### src/rtl/hsr_pkg.sv
`timescale 1ns/1ps
package hsr_pkg;
    typedef enum logic [0:0] {
        RD_IDLE = 1'b0,
        RD_SHOW = 1'b1
    } rd_state_e;
endpackage

### src/rtl/hsr_tsgen.sv
`timescale 1ns/1ps
module hsr_tsgen #(
    parameter int TS_W = 8
) (
    input  logic            clk,
    input  logic            rst_n,
    output logic [TS_W-1:0] ts_now
);
    always_ff @(posedge clk or negedge rst_n) begin
        if (!rst_n) ts_now <= '0;
        else        ts_now <= ts_now + 1'b1;
    end
endmodule

### src/rtl/hsr_cell.sv
`timescale 1ns/1ps
module hsr_cell #(
    parameter int TS_W = 8
) (
    input  logic            clk,
    input  logic            rst_n,
    input  logic            hit,
    input  logic [TS_W-1:0] ts_now,
    input  logic            clr,
    output logic            flag,
    output logic [TS_W-1:0] ts_q,
    output logic            drop
);
    logic hit_q;
    logic rise;

    assign rise = hit & ~hit_q;
    assign drop = rise & flag;

    always_ff @(posedge clk or negedge rst_n) begin
        if (!rst_n) begin
            hit_q <= 1'b0;
            flag  <= 1'b0;
            ts_q  <= '0;
        end else begin
            hit_q <= hit;
            if (clr) begin
                flag <= 1'b0;
            end else if (rise && !flag) begin
                flag <= 1'b1;
                ts_q <= ts_now;
            end
        end
    end

    // a fresh edge on an empty cell stores the counter value
    p_capture_r2: assert property (@(posedge clk) disable iff (!rst_n)
        (rise && !flag) |=> (flag && ts_q == $past(ts_now)));

    // a flagged cell keeps its contents until it is cleared
    p_hold_r3: assert property (@(posedge clk) disable iff (!rst_n)
        (flag && !clr) |=> (flag && $stable(ts_q)));

    // without a new edge an empty cell stays empty
    p_no_level_r4: assert property (@(posedge clk) disable iff (!rst_n)
        (!rise && !flag) |=> !flag);
endmodule

### src/rtl/hsr_prio.sv
`timescale 1ns/1ps
module hsr_prio #(
    parameter int N     = 16,
    parameter int IDX_W = 4
) (
    input  logic [N-1:0]     flags,
    output logic             any,
    output logic [IDX_W-1:0] idx
);
    always_comb begin
        idx = '0;
        for (int i = N - 1; i >= 0; i--) begin
            if (flags[i]) idx = IDX_W'(i);
        end
    end

    assign any = |flags;
endmodule

### src/rtl/hit_scan_readout.sv
`timescale 1ns/1ps
module hit_scan_readout #(
    parameter int ROWS  = 4,
    parameter int COLS  = 4,
    parameter int TS_W  = 8,
    parameter int OVF_W = 8,
    localparam int NPIX  = ROWS * COLS,
    localparam int ROW_W = (ROWS > 1) ? $clog2(ROWS) : 1,
    localparam int COL_W = (COLS > 1) ? $clog2(COLS) : 1
) (
    input  logic              clk,
    input  logic              rst_n,
    input  logic [NPIX-1:0]   hit_in,
    input  logic              rd_ack,
    output logic              out_valid,
    output logic [ROW_W-1:0]  out_row,
    output logic [COL_W-1:0]  out_col,
    output logic [TS_W-1:0]   out_ts,
    output logic [OVF_W-1:0]  ovf_count
);
    import hsr_pkg::*;

    localparam int IDX_W   = (NPIX > 1) ? $clog2(NPIX) : 1;
    localparam int OVF_MAX = (1 << OVF_W) - 1;

    rd_state_e          state, state_d;
    logic [TS_W-1:0]    ts_now;
    logic [NPIX-1:0]    flags, clr_v, drop_v;
    logic [TS_W-1:0]    cell_ts [NPIX];
    logic               any_flag;
    logic [IDX_W-1:0]   pick, sel;
    logic               take;
    int                 ovf_sum;
    logic [OVF_W-1:0]   ovf_d;

    hsr_tsgen #(.TS_W(TS_W)) u_ts (
        .clk(clk), .rst_n(rst_n), .ts_now(ts_now)
    );

    for (genvar g = 0; g < NPIX; g++) begin : g_cell
        assign clr_v[g] = take && (sel == IDX_W'(g));
        hsr_cell #(.TS_W(TS_W)) u_cell (
            .clk(clk), .rst_n(rst_n), .hit(hit_in[g]), .ts_now(ts_now),
            .clr(clr_v[g]), .flag(flags[g]), .ts_q(cell_ts[g]), .drop(drop_v[g])
        );
    end

    hsr_prio #(.N(NPIX), .IDX_W(IDX_W)) u_prio (
        .flags(flags), .any(any_flag), .idx(pick)
    );

    assign take      = (state == RD_SHOW) && rd_ack;
    assign out_valid = (state == RD_SHOW);

    // state register
    always_ff @(posedge clk or negedge rst_n) begin
        if (!rst_n) state <= RD_IDLE;
        else        state <= state_d;
    end

    // transitions: wait, load, hold, take
    always_comb begin
        state_d = state;
        unique case (state)
            RD_IDLE: if (any_flag) state_d = RD_SHOW;
            RD_SHOW: if (rd_ack)   state_d = RD_IDLE;
            default: state_d = RD_IDLE;
        endcase
    end

    // output word, loaded only on the load transition
    always_ff @(posedge clk or negedge rst_n) begin
        if (!rst_n) begin
            sel     <= '0;
            out_row <= '0;
            out_col <= '0;
            out_ts  <= '0;
        end else if (state == RD_IDLE && any_flag) begin
            sel     <= pick;
            out_row <= ROW_W'(int'(pick) / COLS);
            out_col <= COL_W'(int'(pick) % COLS);
            out_ts  <= cell_ts[pick];
        end
    end

    // saturating loss counter
    always_comb begin
        ovf_sum = int'(ovf_count) + $countones(drop_v);
        ovf_d   = (ovf_sum > OVF_MAX) ? OVF_W'(OVF_MAX) : OVF_W'(ovf_sum);
    end

    always_ff @(posedge clk or negedge rst_n) begin
        if (!rst_n) ovf_count <= '0;
        else        ovf_count <= ovf_d;
    end

    // the scan result is flagged and no lower index is flagged
    p_lowest_first_r5: assert property (@(posedge clk) disable iff (!rst_n)
        any_flag |-> (flags[pick] &&
            ((flags & ((NPIX'(1) << pick) - NPIX'(1))) == '0)));

    // a word not yet taken stays on the bus
    p_word_hold_r6: assert property (@(posedge clk) disable iff (!rst_n)
        (out_valid && !rd_ack) |=> (out_valid && $stable(out_row) &&
            $stable(out_col) && $stable(out_ts)));

    // a take empties the presented cell and drops valid for a cycle
    p_take_clears_r7: assert property (@(posedge clk) disable iff (!rst_n)
        (out_valid && rd_ack) |=> (!out_valid && !flags[$past(sel)]));

    // the loss counter never goes down
    p_no_overflow_r8: assert property (@(posedge clk) disable iff (!rst_n)
        1'b1 |=> (ovf_count >= $past(ovf_count)));

    // with nothing pending the bus is frozen and invalid
    p_idle_hold_r9: assert property (@(posedge clk) disable iff (!rst_n)
        (!out_valid && !any_flag) |=> (!out_valid && $stable(out_row) &&
            $stable(out_col) && $stable(out_ts)));
endmodule

### config.mk
export PLATFORM = sky130hd
export DESIGN_NAME = hit_scan_readout
export DESIGN_NICKNAME = d
export VERILOG_FILES = /design/src/rtl/hsr_pkg.sv /design/src/rtl/hsr_tsgen.sv /design/src/rtl/hsr_cell.sv /design/src/rtl/hsr_prio.sv /design/src/rtl/hit_scan_readout.sv
export SDC_FILE = /design/constraint.sdc
export NUM_CORES = 1
export LEC_CHECK = 0
export BUFFER_PORTS_ARGS = -buffer_cell sky130_fd_sc_hd__buf_2
export CORE_MARGIN = 1
export CORE_UTILIZATION = 57
export DETAILED_ROUTE_END_ITERATION = 12
export GPL_TIMING_DRIVEN = 0
export PLACE_DENSITY = 0.87
export SYNTH_ARGS = -nofsm -noshare
export SYNTH_HDL_FRONTEND = slang
export SYNTH_SLANG_ARGS = --single-unit
export TNS_END_PERCENT = 5
### constraint.sdc
create_clock -name clk -period 6.2 [get_ports clk]
set_input_delay 0.62 -clock clk [delete_from_list [all_inputs] [get_ports clk]]
set_output_delay 0.62 -clock clk [all_outputs]
set_load 0.02 [all_outputs]
**After elaboration in Yosys (flattened, before gate mapping)**

Index checks and enable logic that the tools add are counted.

- Latch bits: 0
- Output and inout bits: 21
- ROM bits: 0
- Memories kept: 0
- Memory bits (writable): 0
- Bits in registers: 193

- Order comparisons: 2
- Bitwise operators: 66
- Divide/modulo/power cells: 0
- Shift operators: 0
- Reductions and logical operators: 84
- Multiplexer cells: 55
- Multipliers: 0
- Equality and inequality tests: 15
- Add/sub/neg operators: 17

Operator list:

| operator | count |
|---|---|
| $mux 4 | 16 |
| $logic_and 1x1->1 | 34 |
| $mux 1 | 34 |
| $not 1->1 | 33 |
| $and 1x1->1 | 32 |
| $bmux 8 s4 | 1 |
| $eq 4x4->1 const B | 8 |
| $reduce_and 2->1 | 16 |
| $reduce_bool 2->1 | 16 |
| $mux 8 | 3 |
| $add 1x1->2 | 8 |
| $eq 4x3->1 const B | 4 |
| $logic_not 1->1 | 16 |
| $reduce_or 16->1 | 1 |
| $add 2x2->3 | 4 |
| $add 8x5->9 | 1 |
| $gt 9x8->1 const B | 1 |
| $add 3x3->4 | 2 |
| $add 8x1->8 const B | 1 |
| $eq 4x2->1 const B | 2 |
| $add 4x4->5 | 1 |
| $ge 5x5->1 const B | 1 |
| $not 4->5 | 1 |
| $eq 4x1->1 const B | 1 |
| 2 further kinds | 2 |

**Longest topological paths before layout**

Gate-level depths: netlist of run 1.

- Depth in word-level cells: 20
- Gate-level depth with buffers: 18
- Mapped depth without buffers: 18

**Modules after synthesis**

Synthesis of run 1 repeated with hierarchy kept, for this count alone.

- Cell total of the unflattened synthesis: 698
- Area, all modules: 9,226.3 um^2

Modules (own cells, without submodules):

| module | sequential area each (um^2) | area each (um^2) | times used | cells an instance |
|---|---|---|---|---|
| hsr_cell | 250.2 | 382.9 | 16 | 23 |
| hit_scan_readout | 525.5 | 2,607.5 | 1 | 272 |
| hsr_tsgen | 200.2 | 316.6 | 1 | 24 |
| hsr_prio | 0.0 | 176.4 | 1 | 34 |

**Least setup slack after synthesis of run 1**

No wires, ideal clock.

- Kind: input-to-reg
- Start: input hit_in[10]
- End: register ovf_count[2]
- Data arrival time: 4.457 ns
- Buffers on the path: 0
- Setup slack: 1.608 ns
- Stages on the path: 18
- Path through: nor2b_1 -> nand2_1 -> fa_1 -> inv_1 -> fa_1 -> inv_1 -> fa_1 -> inv_1 -> fa_1 -> fa_1 -> inv_1 -> fa_1 -> nor2b_1 -> o21ai_0 -> nand2b_1 -> a21o_1 -> nand4_1 -> o21ai_0

- Longest elaborated chain between the ends: 9

RTL lines:

| item | RTL line | RTL |
|---|---|---|
| start, declared | hit_scan_readout.sv:13 | `input logic [NPIX-1:0] hit_in,` |
| $and 1x1->1 * | hsr_cell.sv:17 | `assign rise = hit & ~hit_q;` |
| $and 1x1->1 * | hsr_cell.sv:18 | `assign drop = rise & flag;` |
| $add 1x1->2 (implied by the code) * | hit_scan_readout.sv:88 | `ovf_sum = int'(ovf_count) + $countones(drop_v);` |
| $add 2x2->3 (implied by the code) * | hit_scan_readout.sv:88 |  |
| $add 3x3->4 (implied by the code) * | hit_scan_readout.sv:88 |  |
| $add 4x4->5 (implied by the code) * | hit_scan_readout.sv:88 |  |
| $add 8x5->9 * | hit_scan_readout.sv:88 |  |
| $gt 9x8->1 | hit_scan_readout.sv:89 | `ovf_d = (ovf_sum > OVF_MAX) ? OVF_W'(OVF_MAX) : OVF_W'(ovf_sum);` |
| $mux 8 * | hit_scan_readout.sv:89 |  |
| via ovf_d[2] | hit_scan_readout.sv:34 | `logic [OVF_W-1:0] ovf_d;` |
| end signal, assigned | hit_scan_readout.sv:94 | `else ovf_count <= ovf_d;` |
| end, declared | hit_scan_readout.sv:19 | `output logic [OVF_W-1:0] ovf_count` |

Mark *: on every way through the listed nets, which the timed path passes. The rest lies on a longest branch.
A chain may end at the register's enable or synchronous reset.

**Worst setup path after layout of run 1**

- Start: register g_cell[10].u_cell.hit_q
- End: register ovf_count[2]

- Longest elaborated chain between the ends: 10

RTL lines:

| item | RTL line | RTL |
|---|---|---|
| start, declared | hsr_cell.sv:14 | `logic hit_q;` |
| start signal, assigned | hsr_cell.sv:26 | `hit_q <= hit;` |
| $not 1->1 * | hsr_cell.sv:17 |  |
| $and 1x1->1 * | hsr_cell.sv:17 |  |
| $and 1x1->1 * | hsr_cell.sv:18 |  |
| $add 1x1->2 (implied by the code) * | hit_scan_readout.sv:88 |  |
| $add 2x2->3 (implied by the code) * | hit_scan_readout.sv:88 |  |
| $add 3x3->4 (implied by the code) * | hit_scan_readout.sv:88 |  |
| $add 4x4->5 (implied by the code) * | hit_scan_readout.sv:88 |  |
| $add 8x5->9 * | hit_scan_readout.sv:88 |  |
| $gt 9x8->1 | hit_scan_readout.sv:89 |  |
| $mux 8 * | hit_scan_readout.sv:89 |  |
| via ovf_d[2] | hit_scan_readout.sv:34 |  |

Marks and branches as above.

==> key figures, run 1 <==
Status
  • Outcome: complete, no violations

GRT
  • First-pass GRT wire length: 32,000 um
  • Initial antenna violation count: 0
  • Largest net degree at the start of global routing: roughly 120
  • Total congestion overflow: 0
  • GRT Total Usage: 26.0%
  • Vias in the first global route: 6,190

Clocking
  • Worst-skew pair later-pin latency: roughly 0.45 ns
  • Clock transition at path regs: 0.07 ns
  • Clk buf depth: 2
  • CTS tree: built
  • Post-CTS Setup Repair Bufs: 0
  • CTS buffer count: 17
  • CTS resizes: 0
  • H-tree depth: 4
  • Root Driver: clkbuf_16
  • # clock sinks: 189
  • Hold_buf cts: 0

Timing
  • Max_slew headroom: between 40% and 50%
  • Period utilization: 78.0%
  • Worst slew pin tran: 0.882 ns
  • Fin Setup TNS: 0 ns
  • Clk_skew: 0.00800 ns
  • RSZ-0062 raised after global routing: no
  • FMAX: 207 MHz
  • Setup violations, final: 0
  • Tmin final: 4.83 ns
  • Fin. Hold Viols: 0
  • Final Max Slew Viols: 0

Yosys
  • Cell variety after synth: 56
  • Syn_nets: 756
  • Async S/R FF share, synth: 100%
  • Ys flop type: dfrtp_1
  • Synth Register Bits: roughly 190
  • Gate Count Post-Synth: 716
  • Warnings from Yosys: 0
  • Post-synth EDFFs: 0
  • Seq/Total Area, Yosys: 52.0%
  • Synthesized cell area: 9100 um2
  • Syn Area/Cell: 12.7 um2

Critical path
  • Startpoint Class: register
  • Worst Path Required: 6.51 ns
  • Worst-path cell chain: nor2b_1 -> nand2_1 -> fa_1 -> inv_1 -> fa_1 -> inv_1 -> fa_1 -> inv_1 -> fa_1 -> fa_1 -> inv_1 -> fa_1 -> nor2b_1 -> o21ai_0 -> nand2b_1 -> a21o_1 -> nand4_1 -> o21ai_0
  • CP dominant cell by count: fa_1
  • Largest stage delay, worst path: 0.57 ns
  • CP arrival: 5.14 ns
  • WP buf/inv: 4
  • Crit-path leading delay family: adder cells
  • CP max-delay cell: fa_1
  • Worst-path maximum fanout: 6
  • Crit path capture type: register
  • WS Path Type: register to register

Routing
  • Via Count: 5,860
  • Vias per cell: 5.87
  • Drt drc: 0
  • Wirelength per Cell: 19.6 um
  • 1st-iter DRT viols: 424
  • Post-DRT Antenna Nets: 0
  • Final WL: 19,600 um
  • Pre-antenna DRT Iters: 5

Min path
  • Worst min path class: primary input to async pin

Final layout
  • Share of layout cells above drive strength 1: between 20 and 25%
  • P&R area growth vs syn: 12.4%
  • Multi-input gate area: 3940 um2
  • Number of fillers in the final layout: 1,079
  • Nets@finish: 815
  • Final Util: 66.6%
  • Antenna diode instance count: 0
  • Register area: 4730 um2

Die
  • Core Box Area: about 15,000 um2
  • Die X: 128 um
  • Initial core utilization: 59.2%
  • Die Y: roughly 130 um
  • Die area: 16,500 um2
  • Std cell rows: 45
  • Io pins: 40

Place
  • DP HPWL: 13,600 um
  • Port bufs: 39
  • GP Congestion: 0.853

Power
  • LEAKAGE: between 4 and 5 nW
  • Power density cells: 385 nW/um2
  • Maximum vdd drop: around 0.00040 V

Flow run
  • Max-Cap Viols: 0
==> worst reg2reg max path, stage by stage (launching register included) <==
cell and delay, ns:
dfrtp_1 0.36, nor2b_1 0.26, nand2_1 0.13, fa_1 0.55
inv_1 0.06, fa_1 0.57, inv_1 0.08, fa_1 0.49
inv_1 0.06, fa_1 0.50, fa_1 0.46, inv_1 0.10
fa_1 0.19, nor2b_1 0.06, o21ai_0 0.15, nand2b_1 0.11
a21o_1 0.22, nand4_1 0.20, o21ai_0 0.14
==> cells by family (layout without fill, tap and decap cells) <==
logic type,count (synthesis),in the layout,synth area share (%)
compound gates,85,85,6.59
xor+xnor,9,9,0.866
fa+ha+maj,21,21,3.88
buf+inv,78,150,4.72
flops,189,189,52.0
mux,186,186,23.4
simple gates,148,148,8.56
==> cells in the mapped netlist (7+ instances only) <==
cell,count,share of area [%]
mux2_4,7,1.2
ha_1,9,1.2
nor3_1,7,0.38
o21ai_0,20,1.1
a21oi_1,14,0.77
o22ai_1,8,0.55
mux2i_1,66,7.3
buf_2,15,0.82
clkbuf_1,16,0.66
or4b_1,7,0.77
and3_1,9,0.62
inv_1,33,1.4
mux4_2,7,1.7
nor2b_1,11,0.76
nor2_1,32,1.3
fa_1,12,2.6
o221ai_1,8,0.77
nand2_1,45,1.9
o211ai_1,17,1.4
dfrtp_1,189,52
mux2_2,59,7.3
mux2_1,46,5.7
==> cell type report <==
| type | count | area share (%) |
|---|---|---|
| plain buffers | 44 | 2.95 |
| clock buffers | 21 | 4.60 |
| clock inverters | 11 | 1.60 |
| inverters | 34 | 1.25 |
| multi-input cells | 449 | 38.5 |
| flip-flops and latches | 189 | 46.2 |
| well taps | 211 | 2.58 |
| repair buffers | 40 | 2.27 |
==> routing by layer <==
metal / vias up / GRT usage [%] / routed length [um]
met3: 38 / 6.28 / 951
met4: 0 / 9.34 / 409
met5: - / 0 / 0
met2: 186 / 43.9 / 9680
met1: 2981 / 32.9 / 8540
li1: 2655 / - / -
==> worst paths after layout <==
kind                                               start                       end  slack (ns)  cells past startpoint
worst min-delay path                               rst_n  g_cell[9].u_cell.ts_q[5]        0.22                      1
worst min register to register  g_cell[6].u_cell.ts_q[6]  g_cell[6].u_cell.ts_q[6]        0.49                      1
worst max register to register   g_cell[10].u_cell.hit_q              ovf_count[2]        1.37                     18
min in group clk                              hit_in[14]   g_cell[14].u_cell.hit_q        0.29                      1
max in group asynchronous                          rst_n              ovf_count[3]        5.13                      2
worst max-delay path             g_cell[10].u_cell.hit_q              ovf_count[2]        1.37                     18
==> power by group <==
group	internal, mW	leakage [nW]	switching, mW
clock network	0.704	0.309	0.467
registers	1.47	2.37	0.152
logic	0.522	2.06	0.618
total	2.70	4.75	1.24
==> registers in the layout (all words and copies together), names as in the netlist <==
register and cells:
out_row 2, ovf_count 8, out_ts 8, g_cell.u_cell.hit_q 16, g_cell.u_cell.ts_q 128, u_ts.ts_now 8
g_cell.u_cell.flag 16, out_valid 1, sel 1, out_col 1
==> cells in the final DEF, fill, tap and decap left out, types with 5 or more instances in the layout <==
cell type	count
a21oi_1	14
and3_1	9
buf_2	53
buf_4	5
clkbuf_1	17
clkbuf_16	17
dfrtp_1	189
fa_1	12
ha_1	9
inv_1	33
mux2_1	46
mux2_2	59
mux2_4	7
mux2i_1	66
mux4_2	7
nand2_1	45
nand2b_1	6
nor2_1	32
nor2b_1	11
nor3_1	7
o211ai_1	17
o21ai_0	20
o221ai_1	8
o22ai_1	8
or4b_1	7
xnor2_1	6
==> stage by stage <==
stage | setup WS (ns) | instances | hold slack (ns) | total power [mW] | area [um2]
finish | 1.37 | 999 | 0.220 | 3.93 | 10200
global route | 1.15 | 999 | 0.287 | 4.13 | 10200
CTS | 1.35 | 999 | 0.291 | 3.94 | 10200
detailed placement | 1.08 | 967 | 0.470 | 2.76 | 9600
global placement | 1.18 | 966 | 0.457 | 2.69 | 9560
floorplan | 1.61 | 716 | 0.324 | 2.43 | 9100
Note: power is estimated with default switching activity, not from simulation.
==> run 2, diff against run 1 <==
--- a/config.mk
+++ b/config.mk
@@ -7,10 +7,10 @@
 export LEC_CHECK = 0
 export BUFFER_PORTS_ARGS = -buffer_cell sky130_fd_sc_hd__buf_2
 export CORE_MARGIN = 1
-export CORE_UTILIZATION = 57
+export CORE_UTILIZATION = 56
 export DETAILED_ROUTE_END_ITERATION = 12
 export GPL_TIMING_DRIVEN = 0
-export PLACE_DENSITY = 0.87
+export PLACE_DENSITY = 0.88
 export SYNTH_ARGS = -nofsm -noshare
 export SYNTH_HDL_FRONTEND = slang
 export SYNTH_SLANG_ARGS = --single-unit
==> constraint.sdc (replaced) <==
create_clock -name clk -period 4.1 [get_ports clk]
set_input_delay 0.41 -clock clk [delete_from_list [all_inputs] [get_ports clk]]
set_output_delay 0.41 -clock clk [all_outputs]
set_load 0.02 [all_outputs]
==> run 2 against run 1 <==
Effect of this change: the run now ends with setup timing left; global-route usage increased by 1.2 points; worst hold slack worse by 0.20 ns; critical endpoint unchanged; largest power group unchanged; routed wire length is 7.0% higher; critical path depth is 2 lower; non-clock buffer count rose by 9; utilization shrank 1.7 points; register-to-register slack got worse by 1.7 ns; maximum frequency rose by 8.5%.
==> key figures, run 2 (synthesis gave the netlist of run 1 again) <==
Critical path
  • Reg-to-reg slack, setup: -0.36 ns
  • Worst r2r dst: ovf_count[2]
  • Startpoint Class: register
  • Worst-path cell chain: and2_4 -> fa_1 -> inv_2 -> fa_1 -> fa_1 -> inv_2 -> fa_1 -> fa_2 -> inv_2 -> fa_2 -> nor2b_2 -> o21ai_1 -> nand2b_1 -> a21o_1 -> nand4_1 -> o21ai_1
  • Worst Path Required: 4.46 ns
  • CP arrival: 4.82 ns
  • CP max-delay cell: fa_1
  • WS Path Type: register to register
  • Crit path capture type: register
  • CP dominant cell by count: fa_1
  • Worst-path maximum fanout: 6
  • Depth of the most critical reg-to-reg path: 16
  • Largest stage delay, worst path: 0.61 ns
  • FF-to-FF Start: g_cell[4].u_cell.flag

Clocking
  • Clk buf depth: 2
  • CTS buffer count: 17
  • Root Driver: clkbuf_16
  • CTS tree: built
  • Worst-skew pair later-pin latency: 0.44 ns
  • Hold_buf cts: 0
  • Clock transition at path regs: 0.07 ns
  • H-tree depth: 4
  • # clock sinks: 189

Die
  • Std cell rows: 46
  • Io pins: 40
  • Core Box Area: 15,900 um2
  • Die area: 16,800 um2
  • Initial core utilization: 57.3%
  • Die Y: 129 um
  • Die X: 129 um

Timing
  • Clk_skew: 0.00876 ns
  • Max_slew headroom: 48.7%
  • Hold slack final: around 0.016 ns
  • Final Max Slew Viols: 0
  • Worst slew pin tran: 0.770 ns
  • Final worst slack: -0.355 ns
  • Setup violations, final: 8
  • Tmin final: roughly 4.5 ns
  • Period utilization: 109%
  • RSZ-0062 raised after global routing: yes
  • Fin. Hold Viols: 0
  • FMAX: 224 MHz

Place
  • Placed instance area: 9640 um2
  • GP Congestion: between 0.8 and 0.9
  • DP HPWL: 13,900 um
  • Port bufs: 39
  • Placed cell count: about 970

Min path
  • Worst min path class: primary input to async pin

Routing
  • Vias per cell: 5.96
  • Final WL: 20,900 um
  • Wirelength per Cell: 20.7 um
  • 1st-iter DRT viols: approximately 470
  • Via Count: slightly above 6,000
  • Drt drc: 0
  • Pre-antenna DRT Iters: 6
  • Post-DRT Antenna Nets: 0

Power
  • Total Power: 5.91 mW
  • Power density cells: 574 nW/um2
  • LEAKAGE: 4.78 nW
  • Maximum vdd drop: ~0.00042 V

Final layout
  • Antenna diode instance count: 0
  • Max reg flops: 128
  • Layout Cells excl Fill: 1,013
  • P&R area growth vs syn: 13.2%
  • Nets@finish: 824
  • Commonest cells after routing, fill and taps aside: dfrtp_1, mux2i_1, mux2_2
  • Most flops, register: g_cell.u_cell.ts_q
  • Biggest regs: g_cell.u_cell.ts_q x128, g_cell.u_cell.flag x16, g_cell.u_cell.hit_q x16
  • Design Area, Final: just over 10,000 um2
  • Share of layout cells above drive strength 1: 27.0%
  • Most common cell after layout, fill and taps aside: dfrtp_1

GRT
  • GRT Total Usage: 27.2%
  • Total congestion overflow: 0
  • Vias in the first global route: 6,249
  • Largest net degree at the start of global routing: 105
  • Initial antenna violation count: 0
  • First-pass GRT wire length: between 30,000 and 40,000 um

Status
  • Failing checks: setup timing
  • Outcome: finished with violations

Flow run
  • Max-Cap Viols: 0
[run 2: metrics by stage]
step	setup WS (ns)	TNS (ns)	utilization [%]
floorplan	-0.105	-0.516	-
global placement	-0.575	-71.96	60.5
detailed placement	-0.615	-4.20	60.7
CTS	-0.309	-2.06	64.8
global route	-0.557	-4.09	64.9
finish	-0.355	-2.46	64.9
[run 2: layout make-up]
type                    count  area [um2]
plain buffers              44         302
clock buffers              24         462
clock inverters             8         115
fillers                  1161        5580
inverters                  34         128
multi-input cells         449        3990
flip-flops and latches    189        4740
well taps                 216         270
repair buffers             49         300
[run 2: power breakdown]
group	leakage (nW)	internal [mW]	switching [mW]	total, mW
combinational	2.12	0.841	0.955	1.80
sequential	2.37	2.23	0.234	2.46
clock	0.286	0.971	0.686	1.66
total	4.78	4.04	1.87	5.91
[run 2: worst max-delay path, delay by kind of cell (launching register included)]
family | cells | cell delay (ns)
adders and majority gates | 6 | 2.76
AOI/OAI and AO/OA | 3 | 0.41
DFF | 1 | 0.42
and+or+nand+nor | 4 | 0.66
buffers and inverters | 3 | 0.14
[run 2: timing repair]
action                                  in CTS  in global routing
pin swaps                                    6                  0
endpoints found under the setup margin       8                  8
gates resized for setup                      9                  2
gates cloned                                 0                  0
buffers inserted                             8                  1
[run 2: metal layers]
metal	track usage [%]	vias to the layer above	wire length [um]
met5	0	-	0
met4	12.4	0	547
met3	4.50	48	1080
met2	44.5	217	10600
met1	35.9	3108	8730
li1	-	2669	-
[run 2: how the worst max path moves through the flow]
stage | cells after the start | from | to | slack (ns)
detailed placement | 19 | hit_in[12] | ovf_count[2] | -0.61
global placement | 19 | hit_in[12] | ovf_count[2] | -0.57
floorplan | 18 | hit_in[14] | ovf_count[2] | -0.10
global route | 18 | g_cell[12].u_cell.hit_q | ovf_count[2] | -0.56
finish | 16 | g_cell[4].u_cell.flag | ovf_count[2] | -0.36
CTS | 18 | g_cell[12].u_cell.hit_q | ovf_count[2] | -0.31
==> run 3, diff against run 2 <==
--- a/config.mk
+++ b/config.mk
@@ -7,10 +7,10 @@
 export LEC_CHECK = 0
 export BUFFER_PORTS_ARGS = -buffer_cell sky130_fd_sc_hd__buf_2
 export CORE_MARGIN = 1
-export CORE_UTILIZATION = 56
+export CORE_UTILIZATION = 50
 export DETAILED_ROUTE_END_ITERATION = 12
 export GPL_TIMING_DRIVEN = 0
-export PLACE_DENSITY = 0.88
+export PLACE_DENSITY = 0.81
 export SYNTH_ARGS = -nofsm -noshare
 export SYNTH_HDL_FRONTEND = slang
 export SYNTH_SLANG_ARGS = --single-unit
==> run 3 against run 2 <==
Effect of this change: the run still ends with setup timing left; combinational power is essentially flat; critical path depth grew 2; first-iteration DRC count shrank 19%; sequential power is essentially flat; clock power is essentially flat; highest routed layer unchanged; non-clock buffer count grew 3; total power grew 0.83%; worst hold slack gained 0.011 ns.
==> key figures, run 3 (synthesis gave the netlist of run 1 again) <==
Status
  • Outcome: finished with violations
  • Failing checks: setup timing

Place
  • DP HPWL: 13,800 um
  • Placed instance area: 9650 um2
  • GP Congestion: roughly 0.84
  • Placed cell count: 981
  • Port bufs: 39

Clocking
  • Clk buf depth: 2
  • Root Driver: clkbuf_16
  • Worst-skew pair later-pin latency: 0.45 ns
  • Clock transition at path regs: 0.07 ns
  • CTS tree: built
  • # clock sinks: 189
  • H-tree depth: 4
  • CTS buffer count: 17
  • Hold_buf cts: 0

Critical path
  • Worst Path Required: approximately 4.5 ns
  • WP depth: 18
  • Largest stage delay, worst path: 0.56 ns
  • WS Path Type: register to register
  • Startpoint Class: register
  • Depth of the most critical reg-to-reg path: 18
  • CP max-delay cell: fa_1
  • WP buf/inv: 4
  • Worst-path cell chain: nor2b_4 -> nand2_2 -> fa_1 -> inv_1 -> fa_1 -> inv_1 -> fa_1 -> inv_2 -> fa_1 -> fa_2 -> inv_2 -> fa_2 -> nor2b_2 -> o21ai_1 -> nand2b_1 -> a21o_1 -> nand4_1 -> o21ai_1
  • Crit-path leading delay family: adder cells
  • CP arrival: 4.84 ns
  • Worst-path maximum fanout: 6
  • CP dominant cell by count: fa_1
  • Crit path capture type: register

Final layout
  • Layout Cells excl Fill: about 1,000
  • P&R area growth vs syn: 13.6%
  • Multi-input gate area: 3990 um2
  • Commonest cells after routing, fill and taps aside: dfrtp_1, mux2i_1, mux2_2
  • Number of fillers in the final layout: 1,381
  • Nets@finish: 827
  • Most flops, register: g_cell.u_cell.ts_q
  • Most common cell after layout, fill and taps aside: dfrtp_1
  • Biggest regs: g_cell.u_cell.ts_q x128, g_cell.u_cell.flag x16, g_cell.u_cell.hit_q x16
  • Max reg flops: 128
  • Design Area, Final: 10,300 um2
  • Share of layout cells above drive strength 1: 27.3%
  • Register area: 4730 um2
  • Antenna diode instance count: 0

Die
  • Die X: 137 um
  • Core Box Area: 17,500 um2
  • Io pins: 40
  • Initial core utilization: 51.9%
  • Std cell rows: 48
  • Die Y: 137 um
  • Die area: around 19,000 um2

Timing
  • Worst slew pin tran: 0.865 ns
  • Final worst slack: -0.375 ns
  • RSZ-0062 raised after global routing: yes
  • Fin Setup TNS: -2.62 ns
  • Clk_skew: between 0.015 and 0.02 ns
  • FMAX: 223 MHz
  • Setup violations, final: 8
  • Final Max Slew Viols: 0
  • Tmin final: 4.47 ns
  • Fin. Hold Viols: 0
  • Period utilization: 109%
  • Max_slew headroom: 42.4%

Routing
  • Top layer in use: met4
  • Post-DRT Antenna Nets: 0
  • Final WL: approximately 20,000 um
  • Met3 wire len: 774 um
  • 1st-iter DRT viols: about 380
  • Metal2 WL: 9830 um
  • Vias per cell: ~5.7
  • DRT met1 WL: 8770 um
  • Via Count: 5,813
  • Pre-antenna DRT Iters: 4
  • Wirelength per Cell: 19.2 um
  • Drt drc: 0

GRT
  • Vias in the first global route: 6,033
  • First-pass GRT wire length: 32,400 um
  • Initial antenna violation count: 0
  • Largest net degree at the start of global routing: 115
  • Total congestion overflow: 0
  • GRT Total Usage: 23.3%

Flow run
  • Max-Cap Viols: 0

Power
  • Total Power: 5.96 mW
  • Power density cells: 577 nW/um2
  • LEAKAGE: 4.79 nW
  • Maximum vdd drop: between 0.0006 and 0.0007 V

Min path
  • Worst min path class: primary input to async pin
## run 3: cell types whose count changed in the layout (fill, tap and decap cells not counted), moves of 3 or more
cell        delta
clkinv_2       -3
clkinvlp_4     +3
buf_4          +3
clkbuf_1       -5
inv_6          +6
## run 3: where the power goes
group          leakage [nW]  switching [mW]  total (mW)  internal (mW)
Combinational          2.14           0.936        1.83          0.896
Sequential             2.37           0.226        2.45           2.22
Clock                 0.280           0.768        1.68          0.912
## run 3: metrics by stage
stage | util (%) | worst slack, ns | hold WS [ns]
floorplan | - | -0.105 | 0.114
global placement | 54.8 | -0.592 | 0.461
detailed placement | 55.0 | -0.662 | 0.471
CTS | 58.9 | -0.335 | 0.0749
global route | 58.9 | -0.611 | 0.0827
finish | 58.9 | -0.375 | 0.0275
## run 3: final cells by class
type,instances,share of cell area [%]
plain buffers,44,2.92
clock buffers,18,4.15
clock inverters,14,1.51
inverters,34,1.23
multi-input cells,449,38.6
flip-flops and latches,189,45.8
well taps,225,2.72
repair buffers,52,3.12
## run 3: worst paths after layout
path / from / endpoint / slack, ns
hold / removal: rst_n / g_cell[7].u_cell.ts_q[7] / 0.03
setup / recovery: g_cell[10].u_cell.hit_q / ovf_count[2] / -0.37
min in group clk: hit_in[9] / g_cell[9].u_cell.hit_q / 0.08
hold reg to reg: g_cell[1].u_cell.ts_q[0] / g_cell[1].u_cell.ts_q[0] / 0.48
setup reg to reg: g_cell[10].u_cell.hit_q / ovf_count[2] / -0.37
max in group asynchronous: rst_n / u_ts.ts_now[5] / 3.21
## run 3: repair_timing
item / 4_1_cts / 5_1_grt
gates resized for setup: 6 / 0
setup endpoints to repair: 8 / 8
setup buffers: 10 / 2
pin swaps: 8 / 6
## run 3: routing by layer
layer | track usage, % | up-vias
met3 | 4.00 | 24
met1 | 31.6 | 2992
met2 | 38.2 | 113
met5 | 0 | -
met4 | 7.33 | 0
li1 | - | 2684
